[src/rtl/pft_pkg.sv]
package pft_pkg;

    localparam int BUS_W = 8;
    localparam int ADDR_W = 3;
    localparam int NUM_FLAGS = 4;
    localparam int NUM_RATES = 4;

    // register addresses
    localparam logic [ADDR_W-1:0] A_FLAGS = 3'd0;
    localparam logic [ADDR_W-1:0] A_MASK  = 3'd1;
    localparam logic [ADDR_W-1:0] A_RATE  = 3'd2;
    localparam logic [ADDR_W-1:0] A_CNT_H = 3'd3;
    localparam logic [ADDR_W-1:0] A_CNT_L = 3'd4;

    // event bundle, most significant field maps to register bit 7
    typedef struct packed {
        logic wrap;
        logic tick;
        logic ext_ovf;
        logic ext_edge;
    } evt_t;

    typedef logic [NUM_FLAGS-1:0] nib_t;

    function automatic nib_t evt_to_nib(evt_t e);
        return {e.wrap, e.tick, e.ext_ovf, e.ext_edge};
    endfunction

    function automatic logic [BUS_W-1:0] nib_to_byte(nib_t n);
        return {n, {(BUS_W-NUM_FLAGS){1'b0}}};
    endfunction

endpackage

[src/rtl/pft_free_counter.sv]
module pft_free_counter #(
    parameter int CNT_W = 16
) (
    input  logic             clk,
    input  logic             rst,
    output logic [CNT_W-1:0] count,
    output logic             wrap_evt
);
    localparam logic [CNT_W-1:0] CNT_MAX = '1;

    always_ff @(posedge clk) begin
        if (rst) count <= '0;
        else     count <= count + 1'b1;
    end

    // asserted in the cycle before the counter returns to zero
    assign wrap_evt = (count == CNT_MAX);

    a_r2_count_step: assert property (@(posedge clk) disable iff (rst)
        !$past(rst) |-> count == $past(count) + 1'b1);

    a_r3_wrap_to_zero: assert property (@(posedge clk) disable iff (rst)
        wrap_evt |=> count == '0);

endmodule

[src/rtl/pft_rti_div.sv]
module pft_rti_div #(
    parameter int MIN_SHIFT = 13
) (
    input  logic       clk,
    input  logic       rst,
    input  logic [1:0] rate,
    output logic       tick_evt
);
    localparam int DIV_W = MIN_SHIFT + pft_pkg::NUM_RATES - 1;

    logic [DIV_W-1:0] div_q;
    logic [pft_pkg::NUM_RATES-1:0] tap_hit;

    always_ff @(posedge clk) begin
        if (rst) div_q <= '0;
        else     div_q <= div_q + 1'b1;
    end

    // one tap per rate: the low (MIN_SHIFT + r) bits are all ones
    for (genvar r = 0; r < pft_pkg::NUM_RATES; r++) begin : g_tap
        assign tap_hit[r] = &div_q[MIN_SHIFT+r-1:0];
    end

    assign tick_evt = tap_hit[rate];

    a_r4_tick_isolated: assert property (@(posedge clk) disable iff (rst)
        tick_evt |=> !tick_evt);

    a_r4_div_free_running: assert property (@(posedge clk) disable iff (rst)
        !$past(rst) |-> div_q == $past(div_q) + 1'b1);

endmodule

[src/rtl/pft_flag_bank.sv]
module pft_flag_bank
    import pft_pkg::*;
(
    input  logic clk,
    input  logic rst,
    input  nib_t set_evt,
    input  nib_t clr_req,
    input  logic mask_we,
    input  nib_t mask_wdata,
    output nib_t flags,
    output nib_t mask,
    output logic irq
);
    nib_t flags_q;
    nib_t mask_q;

    always_ff @(posedge clk) begin
        if (rst) begin
            flags_q <= '0;
            mask_q  <= '0;
        end else begin
            // set has priority over a simultaneous clear
            flags_q <= (flags_q & ~clr_req) | set_evt;
            if (mask_we) mask_q <= mask_wdata;
        end
    end

    assign flags = flags_q;
    assign mask  = mask_q;
    assign irq   = |(flags_q & mask_q);

    for (genvar i = 0; i < NUM_FLAGS; i++) begin : g_chk
        a_r7_set_wins: assert property (@(posedge clk) disable iff (rst)
            set_evt[i] |=> flags_q[i]);
        a_r6_clear_one: assert property (@(posedge clk) disable iff (rst)
            (clr_req[i] && !set_evt[i]) |=> !flags_q[i]);
        a_r6_hold_zero: assert property (@(posedge clk) disable iff (rst)
            (!clr_req[i] && !set_evt[i]) |=> $stable(flags_q[i]));
    end

    a_r9_irq_needs_enable: assert property (@(posedge clk) disable iff (rst)
        (mask_q == '0) |-> !irq);

endmodule

[src/rtl/periodic_flag_timer.sv]
module periodic_flag_timer
    import pft_pkg::*;
#(
    parameter int CNT_W     = 16,
    parameter int MIN_SHIFT = 13
) (
    input  logic             clk,
    input  logic             rst,
    input  logic [ADDR_W-1:0] bus_addr,
    input  logic             bus_wr,
    input  logic [BUS_W-1:0] bus_wdata,
    output logic [BUS_W-1:0] bus_rdata,
    input  logic             pa_ovf_stb,
    input  logic             pa_edge_stb,
    output logic             irq
);
    localparam int EXT_W = 2 * BUS_W;

    logic [CNT_W-1:0] count;
    logic [EXT_W-1:0] count_ext;
    logic             wrap_evt;
    logic             tick_evt;
    logic [1:0]       rate_q;
    evt_t             events;
    nib_t             clr_req;
    nib_t             flags;
    nib_t             mask;
    logic             unused_wbits;

    pft_free_counter #(.CNT_W(CNT_W)) u_counter (
        .clk      (clk),
        .rst      (rst),
        .count    (count),
        .wrap_evt (wrap_evt)
    );

    pft_rti_div #(.MIN_SHIFT(MIN_SHIFT)) u_div (
        .clk      (clk),
        .rst      (rst),
        .rate     (rate_q),
        .tick_evt (tick_evt)
    );

    always_ff @(posedge clk) begin
        if (rst)                             rate_q <= '0;
        else if (bus_wr && bus_addr == A_RATE) rate_q <= bus_wdata[1:0];
    end

    always_comb begin
        events.wrap     = wrap_evt;
        events.tick     = tick_evt;
        events.ext_ovf  = pa_ovf_stb;
        events.ext_edge = pa_edge_stb;
    end

    assign clr_req = (bus_wr && bus_addr == A_FLAGS) ? bus_wdata[BUS_W-1 -: NUM_FLAGS] : '0;

    pft_flag_bank u_flags (
        .clk        (clk),
        .rst        (rst),
        .set_evt    (evt_to_nib(events)),
        .clr_req    (clr_req),
        .mask_we    (bus_wr && bus_addr == A_MASK),
        .mask_wdata (bus_wdata[BUS_W-1 -: NUM_FLAGS]),
        .flags      (flags),
        .mask       (mask),
        .irq        (irq)
    );

    always_comb begin
        count_ext = '0;
        count_ext[CNT_W-1:0] = count;
    end

    always_comb begin
        unique case (bus_addr)
            A_FLAGS: bus_rdata = nib_to_byte(flags);
            A_MASK:  bus_rdata = nib_to_byte(mask);
            A_RATE:  bus_rdata = {{(BUS_W-2){1'b0}}, rate_q};
            A_CNT_H: bus_rdata = count_ext[EXT_W-1:BUS_W];
            A_CNT_L: bus_rdata = count_ext[BUS_W-1:0];
            default: bus_rdata = '0;
        endcase
    end

    assign unused_wbits = ^bus_wdata[3:2];

    a_r8_low_nibble_zero: assert property (@(posedge clk) disable iff (rst)
        (bus_addr == A_FLAGS || bus_addr == A_MASK) |-> bus_rdata[3:0] == 4'h0);

    a_r3_wrap_sets_flag: assert property (@(posedge clk) disable iff (rst)
        wrap_evt |=> flags[3]);

    a_r4_tick_sets_flag: assert property (@(posedge clk) disable iff (rst)
        tick_evt |=> flags[2]);

endmodule

[config.mk]
export PLATFORM = sky130hd
export DESIGN_NAME = periodic_flag_timer
export DESIGN_NICKNAME = d
export VERILOG_FILES = /design/src/rtl/pft_pkg.sv /design/src/rtl/pft_free_counter.sv /design/src/rtl/pft_rti_div.sv /design/src/rtl/pft_flag_bank.sv /design/src/rtl/periodic_flag_timer.sv
export SDC_FILE = /design/constraint.sdc
export NUM_CORES = 1
export LEC_CHECK = 0
export CORE_AREA = 2 2 72 74
export CTS_CLUSTER_SIZE = 16
export DETAILED_ROUTE_END_ITERATION = 10
export DIE_AREA = 0 0 74 76
export PLACE_DENSITY = 0.76
export SLEW_MARGIN = 20
export SYNTH_ARGS = -nofsm -noshare
export SYNTH_HDL_FRONTEND = slang
export SYNTH_SLANG_ARGS = --single-unit
[constraint.sdc]
create_clock -name clk -period 4.45 [get_ports clk]
set_input_delay 1.335 -clock clk [delete_from_list [all_inputs] [get_ports clk]]
set_output_delay 1.335 -clock clk [all_outputs]
set_load 0.01 [all_outputs]
# After elaboration in Yosys (flattened, before gate mapping)
# Index checks and enable logic that the tools add are counted.
[word_totals]
mem_bits_rw = 0
ff_bits = 42
n_memories = 0
mem_bits_ro = 0
elab_cells = 30
latchBits = 0
[classes]
addsub = 2
n_shift = 0
n_mux = 4
div_mod_pow = 0
multipliers = 0
bitwise_logic = 4
magnitude_cmp = 1
reduce_logical = 9
eq_ne = 5
[op_table]
columns = ["operator", "n"]
rows = [
  ["$pmux 8 s5", 1],
  ["$add 16x1->16 const B", 2],
  ["$eq 16x16->1 const B", 1],
  ["$reduce_and 16->1", 1],
  ["$reduce_and 15->1", 1],
  ["$reduce_and 14->1", 1],
  ["$reduce_and 13->1", 1],
  ["$and 4x4->4", 2],
  ["$eq 3x2->1 const B", 2],
  ["$mux 4", 1],
  ["$not 4->4", 1],
  ["$or 4x4->4", 1],
  ["$reduce_or 4->1", 1],
  ["$eq 3x1->1 const B", 1],
  ["$eq 3x3->1 const B", 1],
  ["$logic_and 1x1->1", 3],
  ["$logic_not 3->1", 1],
  ["$lt 2x3->1 const B", 1],
  ["$bmux 1 s2", 1],
  ["$mux 1", 1],
]

# Depth between registers and ports, before layout
# Gate-level depths: netlist (run 1).
[logic_depth]
ltp_word = 6
depth_mapped = 6
mapped_depth_nobuf = 5

# Modules after synthesis
# Synthesis (run 1) repeated with hierarchy kept, for this count alone.
[unflattened]
cells_unflattened = 245
hier_area_um2 = 2228.4
[modules_own_cells]
columns = ["module", "area_each_um2", "cells_each", "instances"]
rows = [
  ["pft_rti_div", 757.0, 86, 1],
  ["pft_free_counter", 721.9, 81, 1],
  ["periodic_flag_timer", 439.2, 45, 1],
  ["pft_flag_bank", 310.3, 33, 1],
]

# Least setup slack after synthesis (run 1)
# Ideal clock, no wire load.
[synth_timing]
kind = "in2out"
startpoint = "input bus_addr[2]"
endpoint = "output bus_rdata[2]"
required_ns = 3.115
cell_stages = 5
setup_slack_ns = 0.854
n_path_buf = 2
t_arrival_ns = 2.261
path_cell_list = "buf_2 and2b_1 and2_1 buf_2 a22o_1"
[synth_between]
elab_chain_len = 2
[synth_rtl]
columns = ["element", "line_no", "rtl"]
rows = [
  ["from (decl)", "periodic_flag_timer.sv:9", "input logic [ADDR_W-1:0] bus_addr,"],
  ["$eq 3x3->1 (tied with other cells)", "periodic_flag_timer.sv:76", "unique case (bus_addr)"],
  ["$pmux 8 s5 *", "periodic_flag_timer.sv:76", ""],
  ["to (decl)", "periodic_flag_timer.sv:12", "output logic [BUS_W-1:0] bus_rdata,"],
]
# Mark *: on every way between the ends. The rest lies on a longest branch, timed or not.

# Worst setup path after layout (run 1)
[layout_timing]
startpoint = "input bus_addr[1]"
endpoint = "output bus_rdata[4]"
# Same word-level chain as after synthesis.

==> impl_metrics.toml, run 1 <==
[status]
run_status = "complete, no violations"

[route]
vias = 1707
drtIter0Drc = 110
via_per_inst = 5.08
first_pass_iters = 4
drcViolationCount = 0
wire_per_inst_um = 12.9
ant_nets = 0
wirelength_um = 4330

[synth]
syn_area_per_cell_um2 = 8.91
syn-num-nets = 252
synthArstFlopShare = 0
syn_area_um2 = 2080
yosysSeqAreaShare = 0.403
postSynthCellCount = 234
yosys_warnings = 0
yosysUniqueCellTypes = 41
synth_top_flop_cell = "dfxtp_1"
synth_edf_count = 0
synth-seq-cells = 42

[power_and_ir_drop]
p_per_area_nw_per_um2 = 317
ir_worst_vdd_uv = 203
p_leak_uw = 0.00101
finalPower_uw = 821

[clock_network]
cts.sinks = 42
clkTransAtPathRegs_ns = 0.08
htree_levels = 2
ctsHoldBuffers = 0
cts_setup_buffers = 0
clockBufferDepth = 2
cts_buffers = 5
clkLatencyLatePin_ns = 0.30
cts_root_buf = "clkbuf_8"
ctsResizeCount = 0
cts_tree = "built"

[min_path]
hold_class = "flip-flop to flip-flop"
hp-start = "u_div.div_q[0]"

[timing]
hold_ws_ns = 0.483
rsz0062_at_grt = "false"
final-setup-viol-count = 0
hold_violations = 0
slew_violations = 0
skew_ns = 0.0115
setup_tns_ns = 0
min_period_over_period = 0.949
relSlewSlack = 0.744
worst_pin_slew_ns = 0.383
max_freq_mhz = 237
finalCriticalPeriod_ns = 4.22

[floorplan]
coreArea_um2 = 4910
die_w_um = 74
rows = 26
die-area_um2 = 5620
ioPinCount = 25
die_h_um = 76
initial_core_util = 0.424

[critical_path]
worstPathRequired_ns = 3.12
cpMostUsedCell = "clkdlybuf4s50_1"
startpoint_type = "input pin"
cp_slowest_cell = "clkdlybuf4s50_1"
slowest_delay_ns = 0.59
path_class = "input pin to output pin"
worst-path-buf-inv = 2
critical_path_arrival_ns = 2.89
path_cells = "clkdlybuf4s50_1 -> and2_2 -> nand2_1 -> o21ai_0 -> clkdlybuf4s50_1"
critPathLaunch = "bus_addr[1]"
r2r-start = "u_counter.count[0]"
cp_max_fo = 7
critPathTopFamily = "buffers and inverters"
cp-end-kind = "output pin"

[global_routing]
grt_max_degree = 34
antenna_found_initial = 0
grt_pass1_vias = 1637
grt_pass1_wl_um = 7530
grt_use_total = 0.173
overflow = 0

[final_layout]
instances_no_fill = 336
area_delta_synth_final_pct = 24.2
antenna_cells = 0
drive_above_1_share = 0.135
final_area_um2 = 2590
fin_nets = 283

[place]
post_dp_cell_area_um2 = 2430
place_inst = 328
place_congestion = 0.825
hpwl_um = 3150
io_buffers = 22

[run]
drv_cap = 0
-- power by group --
part	switching, uW	internal (uW)	total [uW]	leakage, uW
Sequential	8.84	383	391	0.000340
Clock	133	239	372	0.0000714
Combinational	27.0	30.2	57.2	0.000596
-- worst reg2reg max path: cells and delay by family (launching register included) --
family / cells / cell delay, ns
xor+xnor: 1 / 0.17
fa+ha+maj: 1 / 0.29
flops: 1 / 0.43
simple gates: 3 / 0.55
-- flip-flops by register name (all words and copies together), names as in the netlist --
register / flops
u_div.div_q: 16
u_flags.flags: 4
u_flags.mask: 4
u_counter.count: 16
rate_q: 2
-- synthesized netlist by cell type (2+ instances only) --
cell type  number  area (um2)
nor4_2          4        50.1
nand3_1        10        50.1
nand4_4         3        63.8
nor2_2          2        12.5
ha_1            2        25.0
xor2_1         11        96.3
xnor2_1        16         140
inv_1           5        18.8
nor4_1          3        18.8
buf_2           4        20.0
and3_1          2        12.5
nor2b_1         3        18.8
nand4_1         4        25.0
nand2_1        23        86.3
clkbuf_1        3        11.3
a22o_1          2        17.5
dfxtp_1        42         841
nor3_1          6        30.0
a22oi_1         2        15.0
o21ai_0         7        35.0
and2_1          2        12.5
nor2_1         42         158
a21oi_1         7        35.0
mux2i_1        12         120
-- per-stage QoR --
| step | utilization | setup WS, ns |
|---|---|---|
| finish | 0.527 | 0.225 |
| global route | 0.527 | 0.115 |
| CTS | 0.525 | 0.0186 |
| detailed placement | 0.496 | 0.0145 |
| global placement | 0.496 | 0.0256 |
| floorplan | - | 0.854 |
-- routing by layer --
layer,vias to the layer above,wire (um),GRT usage,part of all wire
met5,-,0,0,0
met4,0,99,0.0691,0.023
met3,8,146,0.0476,0.034
met2,26,2040,0.271,0.47
met1,809,2040,0.221,0.47
li1,864,-,-,-
-- layout by cell type (no fill, tap or decap), types with 4 or more instances in the layout --
cell	instances
nor3_1	6
xor2_1	11
xnor2_1	16
inv_1	5
mux2i_1	12
a21oi_1	7
clkdlybuf4s50_1	18
o21ai_0	7
dfxtp_1	42
nand2_1	23
nand3_1	10
dlymetal6s2s_1	4
nor2_1	42
nand4_1	4
clkbuf_8	6
nor4_2	4
buf_4	11
-- final timing paths --
path | slack (ns) | end | depth (start not counted)
worst min register to register | 0.48 | u_div.div_q[0] | 1
worst max-delay path | 0.23 | bus_rdata[4] | 5
worst max register to register | 2.90 | u_counter.count[14] | 5
worst min-delay path | 0.48 | u_div.div_q[0] | 1
-- layout make-up --
cell class	count	area, um2
fill	454	2320
multi-input combinational	178	1190
sequential	42	841
timing repair buffer	33	313
tap	70	87.6
clock buffer	6	82.6
clock inverter	2	60.1
inverter	5	18.8
-- cell families (layout without fill, tap and decap cells) --
logic type | Yosys count | count (layout) | share of synthesized area
buffers and inverters | 14 | 46 | 0.0282
xor gates and xnor gates | 27 | 27 | 0.113
muxes | 12 | 12 | 0.0576
AOI/OAI and AO/OA | 21 | 21 | 0.0630
and+or+nand+nor | 116 | 116 | 0.322
DFF | 42 | 42 | 0.403
adders and majority gates | 2 | 2 | 0.0120
(Power assumes the default switching activity.)
==> inputs of run 2 (changes only) <==
==> constraint.sdc (replaced) <==
create_clock -name clk -period 4.3 [get_ports clk]
set_input_delay 1.29 -clock clk [delete_from_list [all_inputs] [get_ports clk]]
set_output_delay 1.29 -clock clk [all_outputs]
set_load 0.01 [all_outputs]
==> impl_metrics.toml, run 2 (synthesis gave the netlist of run 1 again) <==
[global_routing]
grt_pass1_vias = 1607
grt_use_total = 0.160
grt_util_met2 = 0.246
overflow = 0
grtUsageMet3 = 0.0397
grt_max_degree = 30
grt_pass1_wl_um = 7110
grt_busiest_layer = "met2"
antenna_found_initial = 0
grt_use_met1 = 0.207

[timing]
final-setup-viol-count = 0
worst_pin_slew_ns = 0.495
skew_ns = 0.00521
rsz0062_at_grt = "false"
setup_tns_ns = 0
min_period_over_period = 0.942
setup_ws_ns = 0.248
slew_violations = 0
hold_violations = 0
relSlewSlack = 0.669
max_freq_mhz = 247
finalCriticalPeriod_ns = 4.05

[floorplan]
rows = 26
coreArea_um2 = 4910
ioPinCount = 25
initial_core_util = 0.424
die_w_um = 74
die-area_um2 = 5620
die_h_um = 76

[final_layout]
regArea_um2 = 841
instances_no_fill = 334
multi_input_area_um2 = 1190
drive_above_1_share = 0.129
fin_nets = 282
antenna_cells = 0
largestRegisters = "u_counter.count x16, u_div.div_q x16"
area_delta_synth_final_pct = 22.5
layout.filler_cells = 465
layout_common_cells = "nor2_1 (42), dfxtp_1 (42), nand2_1 (23), xnor2_1 (16), clkdlybuf4s50_1 (16)"

[clock_network]
clockBufferDepth = 2
ctsHoldBuffers = 0
clkTransAtPathRegs_ns = 0.07
cts_buffers = 5
cts_tree = "built"
cts_root_buf = "clkbuf_8"
cts.sinks = 42
cts_setup_buffers = 0
htree_levels = 2
ctsResizeCount = 1
clkLatencyLatePin_ns = 0.29

[place]
place_congestion = 0.797
hpwl_um = 3060
place_inst = 327
place_ws_ns = -0.0353
io_buffers = 22

[power_and_ir_drop]
p_sw_frac = 0.217
p_leak_uw = 0.00102
power.internal_uw = 612
ir_worst_vdd_uv = 168
power.switching_uw = 169
p_per_area_nw_per_um2 = 306
p_comb_frac = 0.073
p_clk_frac = 0.408
p_seq_frac = 0.519

[critical_path]
cp_max_fo = 4
worstPathRequired_ns = 3.01
r2r_slack_ns = 2.77
cp-end-kind = "output pin"
r2r_end = "u_counter.count[14]"
ff2ff_path_depth = 5
path_class = "input pin to output pin"
startpoint_type = "input pin"
r2r-start = "u_counter.count[0]"
critical_path_arrival_ns = 2.76

[min_path]
min_to = "u_div.div_q[0]"
hold_class = "flip-flop to flip-flop"
worstHoldPathCells = 1
hp-start = "u_div.div_q[0]"

[route]
drcViolationCount = 0
wirelength_um = 4180
wire_per_inst_um = 12.5
ant_nets = 0
vias = 1687
via_per_inst = 5.05
first_pass_iters = 4
drtIter0Drc = 93

[status]
run_status = "complete, no violations"

[run]
drv_cap = 0
-- run 2: cell types whose count changed in the layout (fill, tap and decap cells not counted) --
cell	delta
nor2b_2	+1
and2_1	+1
and2_2	-1
clkdlybuf4s50_1	-2
dlymetal6s2s_1	+1
buf_4	-1
nor2b_1	-1
bufinv_16	-1
dlygate4sd2_1	+1
-- run 2: per-stage QoR --
| step | utilization | power (uW) | area [um2] | hold slack [ns] |
|---|---|---|---|---|
| final | 0.520 | 781 | 2550 | 0.489 |
| after global routing | 0.520 | 811 | 2550 | 0.533 |
| after CTS | 0.517 | 789 | 2540 | 0.488 |
| after detailed placement | 0.494 | 473 | 2430 | 0.470 |
| after global placement | 0.494 | 472 | 2430 | 0.446 |
| after floorplan | - | 443 | 2080 | 0.437 |
-- run 2: power by group through the flow --
| stage | registers (uW) | logic (uW) | clock network [uW] |
|---|---|---|---|
| 6_report | 405 | 57.3 | 319 |
| 5_1_grt | 407 | 63.4 | 340 |
| 4_1_cts | 405 | 58.0 | 325 |
| 3_5_place_dp | 415 | 58.2 | 0 |
| 3_3_place_gp | 414 | 57.3 | 0 |
| 2_1_floorplan | 412 | 31.4 | 0 |
-- run 2: final cells by class --
type,count,area share
multi-input combinational,178,0.465
sequential,42,0.329
timing repair buffer,32,0.120
tap,70,0.0343
clock buffer,6,0.0323
clock inverter,1,0.0118
inverter,5,0.00735
-- run 2: worst max-delay path by stage --
stage	endpoint	depth (start not counted)	startpoint
after floorplan	bus_rdata[2]	5	bus_addr[2]
final	bus_rdata[2]	5	bus_addr[1]
after global placement	bus_rdata[7]	6	bus_addr[0]
after CTS	bus_rdata[7]	6	bus_addr[2]
after global routing	bus_rdata[2]	5	bus_addr[1]
after detailed placement	bus_rdata[7]	6	bus_addr[0]
-- run 2: critical path, stage by stage --
cell             delay, ns
clkdlybuf4s50_1       0.46
nor3b_1               0.22
buf_4                 0.16
a22o_1                0.11
clkdlybuf4s50_1       0.52
-- run 2: metal layers --
| metal | routed length (um) | vias up | part of all wire |
|---|---|---|---|
| met5 | 0 | - | 0 |
| met4 | 126 | 0 | 0.030 |
| met3 | 173 | 13 | 0.041 |
| met2 | 1980 | 38 | 0.47 |
| met1 | 1900 | 772 | 0.45 |
| li1 | - | 864 | - |
